**src/rtl/tap_pkg.sv**
```systemverilog
package tap_pkg;

    localparam int IR_W = 3;

    typedef enum logic [3:0] {
        ST_RESET,
        ST_IDLE,
        ST_DR_SELECT,
        ST_DR_CAPTURE,
        ST_DR_SHIFT,
        ST_DR_EXIT1,
        ST_DR_PAUSE,
        ST_DR_EXIT2,
        ST_DR_UPDATE,
        ST_IR_SELECT,
        ST_IR_CAPTURE,
        ST_IR_SHIFT,
        ST_IR_EXIT1,
        ST_IR_PAUSE,
        ST_IR_EXIT2,
        ST_IR_UPDATE
    } tap_state_e;

    typedef enum logic [1:0] {
        DR_BYPASS,
        DR_IDENT,
        DR_BOUNDARY
    } dr_sel_e;

    localparam logic [IR_W-1:0] OP_EXTEST     = 3'b000;
    localparam logic [IR_W-1:0] OP_IDCODE     = 3'b001;
    localparam logic [IR_W-1:0] OP_SAMPLE_HIZ = 3'b010;
    localparam logic [IR_W-1:0] OP_BYPASS     = 3'b011;
    localparam logic [IR_W-1:0] OP_SAMPLE     = 3'b100;
    localparam logic [IR_W-1:0] OP_SPARE      = 3'b101;

    localparam logic [IR_W-1:0] IR_CAPTURE_PAT = 3'b001;
    localparam logic [10:0]     MFR_CODE       = 11'b00001001110;

    function automatic dr_sel_e dr_select(input logic [IR_W-1:0] code);
        dr_sel_e s;
        unique case (code)
            OP_IDCODE:                          s = DR_IDENT;
            OP_EXTEST, OP_SAMPLE_HIZ, OP_SAMPLE: s = DR_BOUNDARY;
            default:                            s = DR_BYPASS;
        endcase
        return s;
    endfunction

endpackage

```
**src/rtl/tap_fsm.sv**
```systemverilog
module tap_fsm
    import tap_pkg::*;
(
    input  logic       tck,
    input  logic       rst_n,
    input  logic       tms,
    output tap_state_e state_q,
    output logic       in_reset,
    output logic       cap_dr,
    output logic       sh_dr,
    output logic       cap_ir,
    output logic       sh_ir,
    output logic       upd_ir
);

    tap_state_e state_d;

    always_comb begin
        state_d = state_q;
        unique case (state_q)
            ST_RESET:      state_d = tms ? ST_RESET     : ST_IDLE;
            ST_IDLE:       state_d = tms ? ST_DR_SELECT : ST_IDLE;
            ST_DR_SELECT:  state_d = tms ? ST_IR_SELECT : ST_DR_CAPTURE;
            ST_DR_CAPTURE: state_d = tms ? ST_DR_EXIT1  : ST_DR_SHIFT;
            ST_DR_SHIFT:   state_d = tms ? ST_DR_EXIT1  : ST_DR_SHIFT;
            ST_DR_EXIT1:   state_d = tms ? ST_DR_UPDATE : ST_DR_PAUSE;
            ST_DR_PAUSE:   state_d = tms ? ST_DR_EXIT2  : ST_DR_PAUSE;
            ST_DR_EXIT2:   state_d = tms ? ST_DR_UPDATE : ST_DR_SHIFT;
            ST_DR_UPDATE:  state_d = tms ? ST_DR_SELECT : ST_IDLE;
            ST_IR_SELECT:  state_d = tms ? ST_RESET     : ST_IR_CAPTURE;
            ST_IR_CAPTURE: state_d = tms ? ST_IR_EXIT1  : ST_IR_SHIFT;
            ST_IR_SHIFT:   state_d = tms ? ST_IR_EXIT1  : ST_IR_SHIFT;
            ST_IR_EXIT1:   state_d = tms ? ST_IR_UPDATE : ST_IR_PAUSE;
            ST_IR_PAUSE:   state_d = tms ? ST_IR_EXIT2  : ST_IR_PAUSE;
            ST_IR_EXIT2:   state_d = tms ? ST_IR_UPDATE : ST_IR_SHIFT;
            ST_IR_UPDATE:  state_d = tms ? ST_DR_SELECT : ST_IDLE;
            default:       state_d = ST_RESET;
        endcase
    end

    always_ff @(posedge tck or negedge rst_n) begin
        if (!rst_n) state_q <= ST_RESET;
        else        state_q <= state_d;
    end

    always_comb begin
        in_reset = 1'b0;
        cap_dr   = 1'b0;
        sh_dr    = 1'b0;
        cap_ir   = 1'b0;
        sh_ir    = 1'b0;
        upd_ir   = 1'b0;
        unique case (state_q)
            ST_RESET:      in_reset = 1'b1;
            ST_DR_CAPTURE: cap_dr   = 1'b1;
            ST_DR_SHIFT:   sh_dr    = 1'b1;
            ST_IR_CAPTURE: cap_ir   = 1'b1;
            ST_IR_SHIFT:   sh_ir    = 1'b1;
            ST_IR_UPDATE:  upd_ir   = 1'b1;
            default:       ;
        endcase
    end

    // five TMS-high edges always end in RESET
    p_tms_reset_r2: assert property (@(posedge tck) disable iff (!rst_n)
        (tms && $past(tms) && $past(tms, 2) && $past(tms, 3) && $past(tms, 4))
        |-> ##0 1'b1 ##1 (state_q == ST_RESET));

    // pause holds the controller out of shift until EXIT2
    p_pause_exit_r9: assert property (@(posedge tck) disable iff (!rst_n)
        (state_q == ST_DR_PAUSE && !tms) |=> (state_q == ST_DR_PAUSE));

endmodule

```
**src/rtl/tap_ir.sv**
```systemverilog
module tap_ir
    import tap_pkg::*;
(
    input  logic            tck,
    input  logic            rst_n,
    input  logic            tdi,
    input  logic            in_reset,
    input  logic            cap_ir,
    input  logic            sh_ir,
    input  logic            upd_ir,
    output logic [IR_W-1:0] ir_q,
    output logic            ir_lsb
);

    logic [IR_W-1:0] ir_sh;

    always_ff @(posedge tck or negedge rst_n) begin
        if (!rst_n) begin
            ir_sh <= '0;
        end else if (cap_ir) begin
            ir_sh <= IR_CAPTURE_PAT;
        end else if (sh_ir) begin
            ir_sh <= {tdi, ir_sh[IR_W-1:1]};
        end
    end

    always_ff @(posedge tck or negedge rst_n) begin
        if (!rst_n)        ir_q <= OP_IDCODE;
        else if (in_reset) ir_q <= OP_IDCODE;
        else if (upd_ir)   ir_q <= ir_sh;
    end

    assign ir_lsb = ir_sh[0];

    // capture stage holds the fixed pattern one edge after IR_CAPTURE
    p_capture_pat_r3: assert property (@(posedge tck) disable iff (!rst_n)
        cap_ir |=> (ir_sh == IR_CAPTURE_PAT));

    // the active instruction only moves at an update or in reset
    p_ir_change_r7: assert property (@(posedge tck) disable iff (!rst_n)
        !$stable(ir_q) |-> ($past(upd_ir) || $past(in_reset)));

    // reset state always leaves IDCODE active
    p_reset_idcode_r1: assert property (@(posedge tck) disable iff (!rst_n)
        in_reset |=> (ir_q == OP_IDCODE));

endmodule

```
**src/rtl/tap_dr.sv**
```systemverilog
module tap_dr
    import tap_pkg::*;
#(
    parameter int          BSR_LEN = 70,
    parameter logic [31:0] ID_WORD = 32'h0000_009D
) (
    input  logic               tck,
    input  logic               rst_n,
    input  logic               tdi,
    input  logic               cap_dr,
    input  logic               sh_dr,
    input  logic [IR_W-1:0]    ir_code,
    input  logic [BSR_LEN-1:0] pin_sample,
    output logic               dr_lsb
);

    localparam int ID_W = 32;

    dr_sel_e            sel;
    logic               byp_q;
    logic [ID_W-1:0]    id_q;
    logic [BSR_LEN-1:0] bsr_q;
    logic [BSR_LEN-1:0] bsr_d;
    logic               byp_en;
    logic               id_en;
    logic               bsr_en;

    assign sel    = dr_select(ir_code);
    assign byp_en = (sel == DR_BYPASS)   && (cap_dr || sh_dr);
    assign id_en  = (sel == DR_IDENT)    && (cap_dr || sh_dr);
    assign bsr_en = (sel == DR_BOUNDARY) && (cap_dr || sh_dr);

    always_ff @(posedge tck or negedge rst_n) begin
        if (!rst_n)      byp_q <= 1'b0;
        else if (byp_en) byp_q <= cap_dr ? 1'b0 : tdi;
    end

    always_ff @(posedge tck or negedge rst_n) begin
        if (!rst_n)     id_q <= '0;
        else if (id_en) id_q <= cap_dr ? ID_WORD : {tdi, id_q[ID_W-1:1]};
    end

    for (genvar i = 0; i < BSR_LEN; i++) begin : g_cell
        if (i == BSR_LEN - 1) begin : g_head
            assign bsr_d[i] = cap_dr ? pin_sample[i] : tdi;
        end else begin : g_body
            assign bsr_d[i] = cap_dr ? pin_sample[i] : bsr_q[i+1];
        end
    end

    always_ff @(posedge tck or negedge rst_n) begin
        if (!rst_n)      bsr_q <= '0;
        else if (bsr_en) bsr_q <= bsr_d;
    end

    always_comb begin
        unique case (sel)
            DR_IDENT:    dr_lsb = id_q[0];
            DR_BOUNDARY: dr_lsb = bsr_q[0];
            default:     dr_lsb = byp_q;
        endcase
    end

    // bypass stage captures zero
    p_bypass_zero_r5: assert property (@(posedge tck) disable iff (!rst_n)
        (cap_dr && sel == DR_BYPASS) |=> (byp_q == 1'b0));

    // fixed identification fields after capture
    p_id_fields_r4: assert property (@(posedge tck) disable iff (!rst_n)
        (cap_dr && sel == DR_IDENT) |=> (id_q[0] && id_q[11:1] == MFR_CODE));

    // boundary chain copies the pin vector present at capture
    p_pin_capture_r6: assert property (@(posedge tck) disable iff (!rst_n)
        (cap_dr && sel == DR_BOUNDARY) |=> (bsr_q == $past(pin_sample)));

    // outside capture and shift the data registers keep their bits
    p_hold_r9: assert property (@(posedge tck) disable iff (!rst_n)
        (!cap_dr && !sh_dr) |=> ($stable(bsr_q) && $stable(id_q) && $stable(byp_q)));

endmodule

```
**src/rtl/scan_tap_port.sv**
```systemverilog
module scan_tap_port
    import tap_pkg::*;
#(
    parameter int          BSR_LEN = 70,
    parameter logic [3:0]  ID_REV  = 4'b0000,
    parameter logic [9:0]  ID_CFG  = 10'b0011000100,
    parameter logic [5:0]  ID_VEND = 6'b000000
) (
    input  logic               tck,
    input  logic               por_n,
    input  logic               tms,
    input  logic               tdi,
    output logic               tdo,
    output logic               tdo_oe,
    input  logic [BSR_LEN-1:0] pin_sample,
    output logic               dq_hiz_req
);

    localparam logic [31:0] ID_WORD = {ID_REV, ID_CFG, ID_VEND, MFR_CODE, 1'b1};

    tap_state_e      state_q;
    logic            in_reset;
    logic            cap_dr;
    logic            sh_dr;
    logic            cap_ir;
    logic            sh_ir;
    logic            upd_ir;
    logic [IR_W-1:0] ir_q;
    logic            ir_lsb;
    logic            dr_lsb;

    tap_fsm u_fsm (
        .tck      (tck),
        .rst_n    (por_n),
        .tms      (tms),
        .state_q  (state_q),
        .in_reset (in_reset),
        .cap_dr   (cap_dr),
        .sh_dr    (sh_dr),
        .cap_ir   (cap_ir),
        .sh_ir    (sh_ir),
        .upd_ir   (upd_ir)
    );

    tap_ir u_ir (
        .tck      (tck),
        .rst_n    (por_n),
        .tdi      (tdi),
        .in_reset (in_reset),
        .cap_ir   (cap_ir),
        .sh_ir    (sh_ir),
        .upd_ir   (upd_ir),
        .ir_q     (ir_q),
        .ir_lsb   (ir_lsb)
    );

    tap_dr #(
        .BSR_LEN (BSR_LEN),
        .ID_WORD (ID_WORD)
    ) u_dr (
        .tck        (tck),
        .rst_n      (por_n),
        .tdi        (tdi),
        .cap_dr     (cap_dr),
        .sh_dr      (sh_dr),
        .ir_code    (ir_q),
        .pin_sample (pin_sample),
        .dr_lsb     (dr_lsb)
    );

    always_ff @(negedge tck or negedge por_n) begin
        if (!por_n) begin
            tdo    <= 1'b0;
            tdo_oe <= 1'b0;
        end else begin
            tdo_oe <= sh_dr || sh_ir;
            if (sh_ir)      tdo <= ir_lsb;
            else if (sh_dr) tdo <= dr_lsb;
        end
    end

    assign dq_hiz_req = (ir_q == OP_SAMPLE_HIZ);

    // output enable window matches the shift states
    p_oe_window_r8: assert property (@(posedge tck) disable iff (!por_n)
        tdo_oe == (state_q == ST_DR_SHIFT || state_q == ST_IR_SHIFT));

    // a high-impedance request never shows in RESET's successor edge
    p_hiz_cleared_r7: assert property (@(posedge tck) disable iff (!por_n)
        in_reset |=> !dq_hiz_req);

endmodule

```
**config.mk**
```make
export PLATFORM = sky130hd
export DESIGN_NAME = scan_tap_port
export DESIGN_NICKNAME = d
export VERILOG_FILES = /design/src/rtl/tap_pkg.sv /design/src/rtl/tap_fsm.sv /design/src/rtl/tap_ir.sv /design/src/rtl/tap_dr.sv /design/src/rtl/scan_tap_port.sv
export SDC_FILE = /design/constraint.sdc
export NUM_CORES = 1
export LEC_CHECK = 0
export BUFFER_PORTS_ARGS = -buffer_cell sky130_fd_sc_hd__buf_4
export CORE_ASPECT_RATIO = 1.75
export CORE_UTILIZATION = 40
export CTS_BUF_LIST = sky130_fd_sc_hd__clkbuf_4 sky130_fd_sc_hd__clkbuf_8
export CTS_CLUSTER_DIAMETER = 120
export DETAILED_ROUTE_END_ITERATION = 8
export PLACE_DENSITY_LB_ADDON = 0.1
export SLEW_MARGIN = 20
export SYNTH_ARGS = -nofsm -noshare
export SYNTH_HDL_FRONTEND = slang
export SYNTH_HIERARCHICAL = 1
export SYNTH_SLANG_ARGS = --single-unit
```
**constraint.sdc**
```tcl
create_clock -name tck -period 2.43 [get_ports tck]
set_clock_uncertainty 0.05 [all_clocks]
set_input_delay 0.1215 -clock tck [delete_from_list [all_inputs] [get_ports tck]]
set_output_delay 0.1215 -clock tck [all_outputs]
set_load 0.01 [all_outputs]
```
==> reports/metrics.cfg, run 1 <==
[synthesis]
ys.flop_type = dfrtp_1
ys_warn_count = 6
syn_nets = 632
postSynthCellCount = 555
synth.cell_area_um2 = 5408
ys_types = 42
synth-edff-count = 0
ys_ff_latch = 115
ys_seq_area_share_pct = 53.24
syn_avg_cell_area_um2 = 9.744
async_flop_share_pct = 100.0

[sta]
setup_viol = 1
drv_slew = 0
max_slew_margin_pct = 43.20
worst_pin_slew_ns = 0.8520
setup_slack_ns = -0.3824
rsz0062_at_grt = yes
finalHoldViolations = 0

[die]
fp.dieW_um = 89.90
num_rows = 55
boundaryPins = 77
fp.dieH_um = 155.8
initial_core_util_pct = 41.36
core-area_um2 = 13080
die-area_um2 = 14010

[place]
dp_cells = 769
gp_congestion = 0.7339
placed_area_um2 = 6098
dp_slack_ns = -0.3312
hpwl_um = 8083
io_buffers = 76

[finish]
finalInstanceArea_um2 = 7238
layout_commonest_cell = o22ai_1
drive_gt1_share_pct = 21.13
fin_cells = 876
finalNetCount = 769
diodes = 0
layout_common_cells = 140 x o22ai_1, 112 x dfrtp_1, 96 x buf_4
area_growth_pct = 33.85
num-fill-cells = 1200

[drt]
via_per_inst = 5.647
drt_iter0_markers = 229
drc_errors = 0
firstDrtPassIters = 6
antenna_left = 0
wire_per_inst_um = 16.08
vias = 4947
drt-total-wl_um = 14090

[clocking]
cts_root_buf = clkbuf_8
worst_skew_pair.late_latency_ns = 0.42
cts_made_buffers = 17
clk_path_buf_depth = 2
tritoncts = done
cts.clk_slew.worst_paths_ns = 0.07
clkSinkCount = 115
htree_num_levels = 4

[power]
ir_drop_uv = 779.8
power.leakage_uw = 0.003039
p_per_area_nw_per_um2 = 955.5
power_uw = 6916

[min_path]
min_path_type = input port to asynchronous set/reset pin

[setup_path]
r2r_slack_ns = -0.38
r2r_cells = 7
crit_arrival_ns = 1.78
cp_data_required_time_ns = 1.40
cp-start-kind = flop
critPathMaxFanout = 3
critical_path_class = flop to flop
endpoint_kind = flop

[global_route]
antenna_found_initial = 0
grt_util_all_layers_pct = 21.29
grt_pass1_wl_um = 24130
grt_pass1_vias = 5025
grt_overflow = 0
grt_max_degree = 78

[outcome]
violations = setup timing
status = complete, but fails checks

[flow_run]
drv_cap = 0

==> worst paths after layout <==
kind,end,startpoint
setup / recovery,tdo$_DFFE_NN0P_,u_ir/ir_q[0]$_DFFE_PN1P_
hold / removal,u_fsm/state_q[1]$_DFF_PN0_,por_n
setup reg to reg,tdo$_DFFE_NN0P_,u_ir/ir_q[0]$_DFFE_PN1P_
hold reg to reg,u_dr/id_q[31]$_DFFE_PN0P_,u_dr/id_q[31]$_DFFE_PN0P_
max in group asynchronous,tdo_oe$_DFF_NN0_,por_n
min in group tck,u_dr/id_q[31]$_DFFE_PN0P_,u_dr/id_q[31]$_DFFE_PN0P_
==> per-layer routing <==
metal | share of wire [%] | vias up | GRT usage (%)
li1 | - | 2379 | -
met1 | 42 | 2446 | 25.64
met2 | 53 | 102 | 37.58
met3 | 3.1 | 20 | 4.240
met4 | 1.7 | 0 | 7.911
met5 | 0 | - | 0
==> cell families (layout without fill, tap and decap cells) <==
logic type                 after synthesis  after routing  synth area share (%)
and+or+nand+nor                         84             84                 7.682
DFF                                    115            115                 53.24
AOI/OAI and AO/OA                      286            286                 30.61
muxes                                    5              5                0.9255
adders and majority gates                3              3                0.6942
buffers and inverters                   62            212                 6.849
==> power by group <==
part	total [uW]	switching [uW]	internal (uW)	leakage [uW]
combinational	2760	1530	1220	0.00131
sequential	2490	225	2270	0.00155
clock	1670	784	884	0.000179
total	6920	2540	4370	0.00304
==> state kept, by name, indices dropped and copies added, names as in the netlist <==
| name | count |
|---|---|
| u_dr/bsr_q | 70 |
| tdo_oe | 1 |
| u_fsm/state_q | 4 |
| u_dr/id_q | 32 |
| tdo | 1 |
| u_dr/byp_q | 1 |
| u_ir/ir_q | 3 |
| u_ir/ir_sh | 3 |
==> Yosys cell counts (2+ instances only) <==
| cell type | count | area, um^2 |
|---|---|---|
| o22ai_1 | 140 | 875.8 |
| dfrtp_1 | 112 | 2803 |
| a21oi_1 | 83 | 415.4 |
| nand2_1 | 32 | 120.1 |
| o21ai_1 | 27 | 135.1 |
| o21ai_0 | 24 | 120.1 |
| clkbuf_1 | 19 | 71.32 |
| buf_2 | 17 | 85.08 |
| nor2_1 | 16 | 60.06 |
| buf_6 | 14 | 157.7 |
| nor3_1 | 12 | 60.06 |
| inv_1 | 5 | 18.77 |
| mux2i_1 | 5 | 50.05 |
| nor2b_1 | 5 | 31.28 |
| buf_1 | 3 | 11.26 |
| buf_4 | 3 | 22.52 |
| ha_1 | 3 | 37.54 |
| nand2b_1 | 3 | 18.77 |
| or2_1 | 3 | 18.77 |
| a211o_1 | 2 | 17.52 |
| and2_1 | 2 | 12.51 |
| and3b_1 | 2 | 17.52 |
| dfrtn_1 | 2 | 50.05 |
| nand3_1 | 2 | 10.01 |
| nor3b_1 | 2 | 15.01 |
==> critical path, stage by stage (launching register included) <==
cell	delay [ns]
dfstp_2	0.54
a21o_1	0.13
inv_1	0.06
ha_2	0.18
a22oi_2	0.16
a21oi_1	0.08
mux2i_1	0.14
o21ai_1	0.07
==> timing repair <==
| item | 4_1_cts | 5_1_grt |
|---|---|---|
| hold buffers | 73 | 0 |
| pin swaps | 1 | 0 |
| setup buffers | 2 | 0 |
| resized for setup | 3 | 0 |
| hold endpoints to repair | 188 | 0 |
| endpoints found under the setup margin | 2 | 85 |
==> final cells by class <==
cell class | count | area, um^2 | area share (%)
Clock inverter | 12 | 107.6 | 1.487
Timing Repair Buffer | 174 | 1543 | 21.31
Sequential cell | 115 | 2879 | 39.78
Clock buffer | 20 | 275.3 | 3.803
Inverter | 6 | 22.52 | 0.3111
Tap cell | 171 | 214.0 | 2.956
Multi-Input combinational cell | 378 | 2197 | 30.35
==> per-stage QoR <==
| step | setup TNS, ns | hold slack, ns | util (%) |
|---|---|---|---|
| 6_report | -0.3824 | 0.03796 | 55.36 |
| 5_1_grt | -4.635 | 0.03574 | 55.36 |
| 3_5_place_dp | -0.3312 | -0.06791 | 46.64 |
| 3_3_place_gp | -0.2691 | -0.06937 | 46.64 |
| 4_1_cts | -0.3944 | 0.01186 | 55.36 |
| 2_1_floorplan | -0.3483 | -0.2241 | - |
(Power assumes the default switching activity.)
==> run 2: changes to the inputs <==
--- a/config.mk
+++ b/config.mk
@@ -11,6 +11,7 @@
 export CTS_BUF_LIST = sky130_fd_sc_hd__clkbuf_4 sky130_fd_sc_hd__clkbuf_8
 export CTS_CLUSTER_DIAMETER = 120
 export DETAILED_ROUTE_END_ITERATION = 8
+export GPL_TIMING_DRIVEN = 0
 export PLACE_DENSITY_LB_ADDON = 0.1
 export SLEW_MARGIN = 20
 export SYNTH_ARGS = -nofsm -noshare
==> reports/metrics.cfg, run 2 (synthesis gave the netlist of run 1 again) <==
[outcome]
status = complete, but fails checks
violations = setup timing

[sta]
drv_slew = 0
setup_viol = 2
worst_pin_slew_ns = 0.4489
max_slew_margin_pct = 70.08
rsz0062_at_grt = yes
finalHoldViolations = 0
fin_setup_tns_ns = -0.4267
timing.hold.ws_ns = 0.1130
setup_slack_ns = -0.3792

[clocking]
clkSinkCount = 115
cts_root_buf = clkbuf_8
worst_skew_pair.late_latency_ns = 0.42
cts.clk_slew.worst_paths_ns = 0.07
htree_num_levels = 4
tritoncts = done
cts_made_buffers = 17
clk_path_buf_depth = 2

[setup_path]
critPathLaunch = u_ir/ir_q[0]$_DFFE_PN1P_
cp-start-kind = flop
crit_arrival_ns = 1.77
endpoint_kind = flop
cpPeakStageDelay_ns = 0.55
critical_path_class = flop to flop
crit_chain = a21o_1 -> buf_6 -> ha_4 -> nor2_4 -> a21oi_2 -> mux2i_1 -> o21ai_1
path_depth = 7
r2r_cells = 7
rr_startpoint = u_ir/ir_q[0]$_DFFE_PN1P_
cp_data_required_time_ns = 1.39
path_delay_family = flip-flops
critPathMaxFanout = 3
crit_slowest_cell = dfstp_2
crit_buf_inv = 1

[place]
hpwl_um = 9229
placed_area_um2 = 6251
gp_congestion = 0.7677
io_buffers = 75
dp_slack_ns = -0.5358

[global_route]
antenna_found_initial = 0
grt_util_all_layers_pct = 21.74
grt_max_degree = 80
grt_overflow = 0
grt_pass1_vias = 5180
grt_pass1_wl_um = 24690

[die]
die-area_um2 = 14010
fp.dieW_um = 89.90
num_rows = 55
initial_core_util_pct = 41.36
boundaryPins = 77
fp.dieH_um = 155.8
core-area_um2 = 13080

[drt]
antenna_left = 0
wl_met1_um = 6145
wl_met3_um = 424
maxUsedRoutingLayer = met4
drt_iter0_markers = 226
firstDrtPassIters = 5
vias = 5161
wire_per_inst_um = 15.79
drt-total-wl_um = 14560
dr_wl_met2_um = 7660
drc_errors = 0
via_per_inst = 5.598

[finish]
largest_register_ff_count = 70
layout_commonest_cell = o22ai_1
finalInstanceArea_um2 = 7621
num-fill-cells = 1176
finalNetCount = 815
top_regs = u_dr/bsr_q (70), u_dr/id_q (32), u_fsm/state_q (4)
drive_gt1_share_pct = 24.10
regMostFlops = u_dr/bsr_q
finish.utilization_pct = 58.29
area_growth_pct = 40.93
layout_common_cells = 140 x o22ai_1, 111 x dfrtp_1, 91 x buf_4
diodes = 0

[min_path]
min_path_type = input port to asynchronous set/reset pin

[power]
p_per_area_nw_per_um2 = 1009
power.leakage_uw = 0.003196
ir_drop_uv = 712.0

[flow_run]
drv_cap = 0

-- run 2: cell types whose count changed in the layout (fill, tap and decap cells not counted), moves of 2 or more --
cell	previous run	this run
ha_4	0	3
buf_12	4	0
nor2_1	16	14
buf_4	96	91
buf_2	0	16
buf_6	1	18
ha_1	2	0
bufinv_16	1	5
clkbuf_1	0	18
buf_1	0	3
clkbuf_8	20	17
-- run 2: per-layer routing --
metal | global-route usage [%] | up-vias
met3 | 3.704 | 23
met1 | 25.66 | 2538
met5 | 0 | -
met2 | 38.35 | 121
met4 | 10.45 | 0
li1 | - | 2479
-- run 2: what timing repair did --
item | CTS | global route
pin swaps | 6 | 4
hold buffers | 73 | 0
buffers inserted | 13 | 5
cloned | 0 | 0
hold endpoints to repair | 189 | 0
setup endpoints to repair | 2 | 2
gates resized for setup | 12 | 5
-- run 2: layout make-up --
class	instances	area (um^2)	area share, %
flip-flops and latches	115	2880	37.79
multi-input cells	378	2248	29.50
clock buffers	18	241.5	3.169
repair buffers	167	1468	19.26
plain buffers	53	335.3	4.400
clock inverters	14	211.5	2.775
well taps	171	214.0	2.807
inverters	6	22.52	0.2955
-- run 2: worst paths after layout --
| check | endpoint | slack, ns |
|---|---|---|
| setup / recovery | tdo$_DFFE_NN0P_ | -0.38 |
| hold / removal | u_dr/bsr_q[61]$_DFFE_PN0P_ | 0.11 |
| setup reg to reg | tdo$_DFFE_NN0P_ | -0.38 |
| hold reg to reg | u_dr/id_q[3]$_DFFE_PN0P_ | 0.45 |
| max in group asynchronous | tdo_oe$_DFF_NN0_ | 0.75 |
| min in group tck | u_dr/id_q[3]$_DFFE_PN0P_ | 0.45 |
-- run 2: power by group --
part | total [uW] | internal [uW] | switching [uW]
sequential | 2510 | 2270 | 240
combinational | 3160 | 1500 | 1660
clock | 2020 | 1230 | 795
total | 7690 | 5000 | 2690
-- run 2: per-stage QoR --
stage	total power [uW]	cells
after global placement	5183	801
after detailed placement	5250	802
after global routing	8203	922
final	7688	922
after floorplan	4560	555
after CTS	7631	917
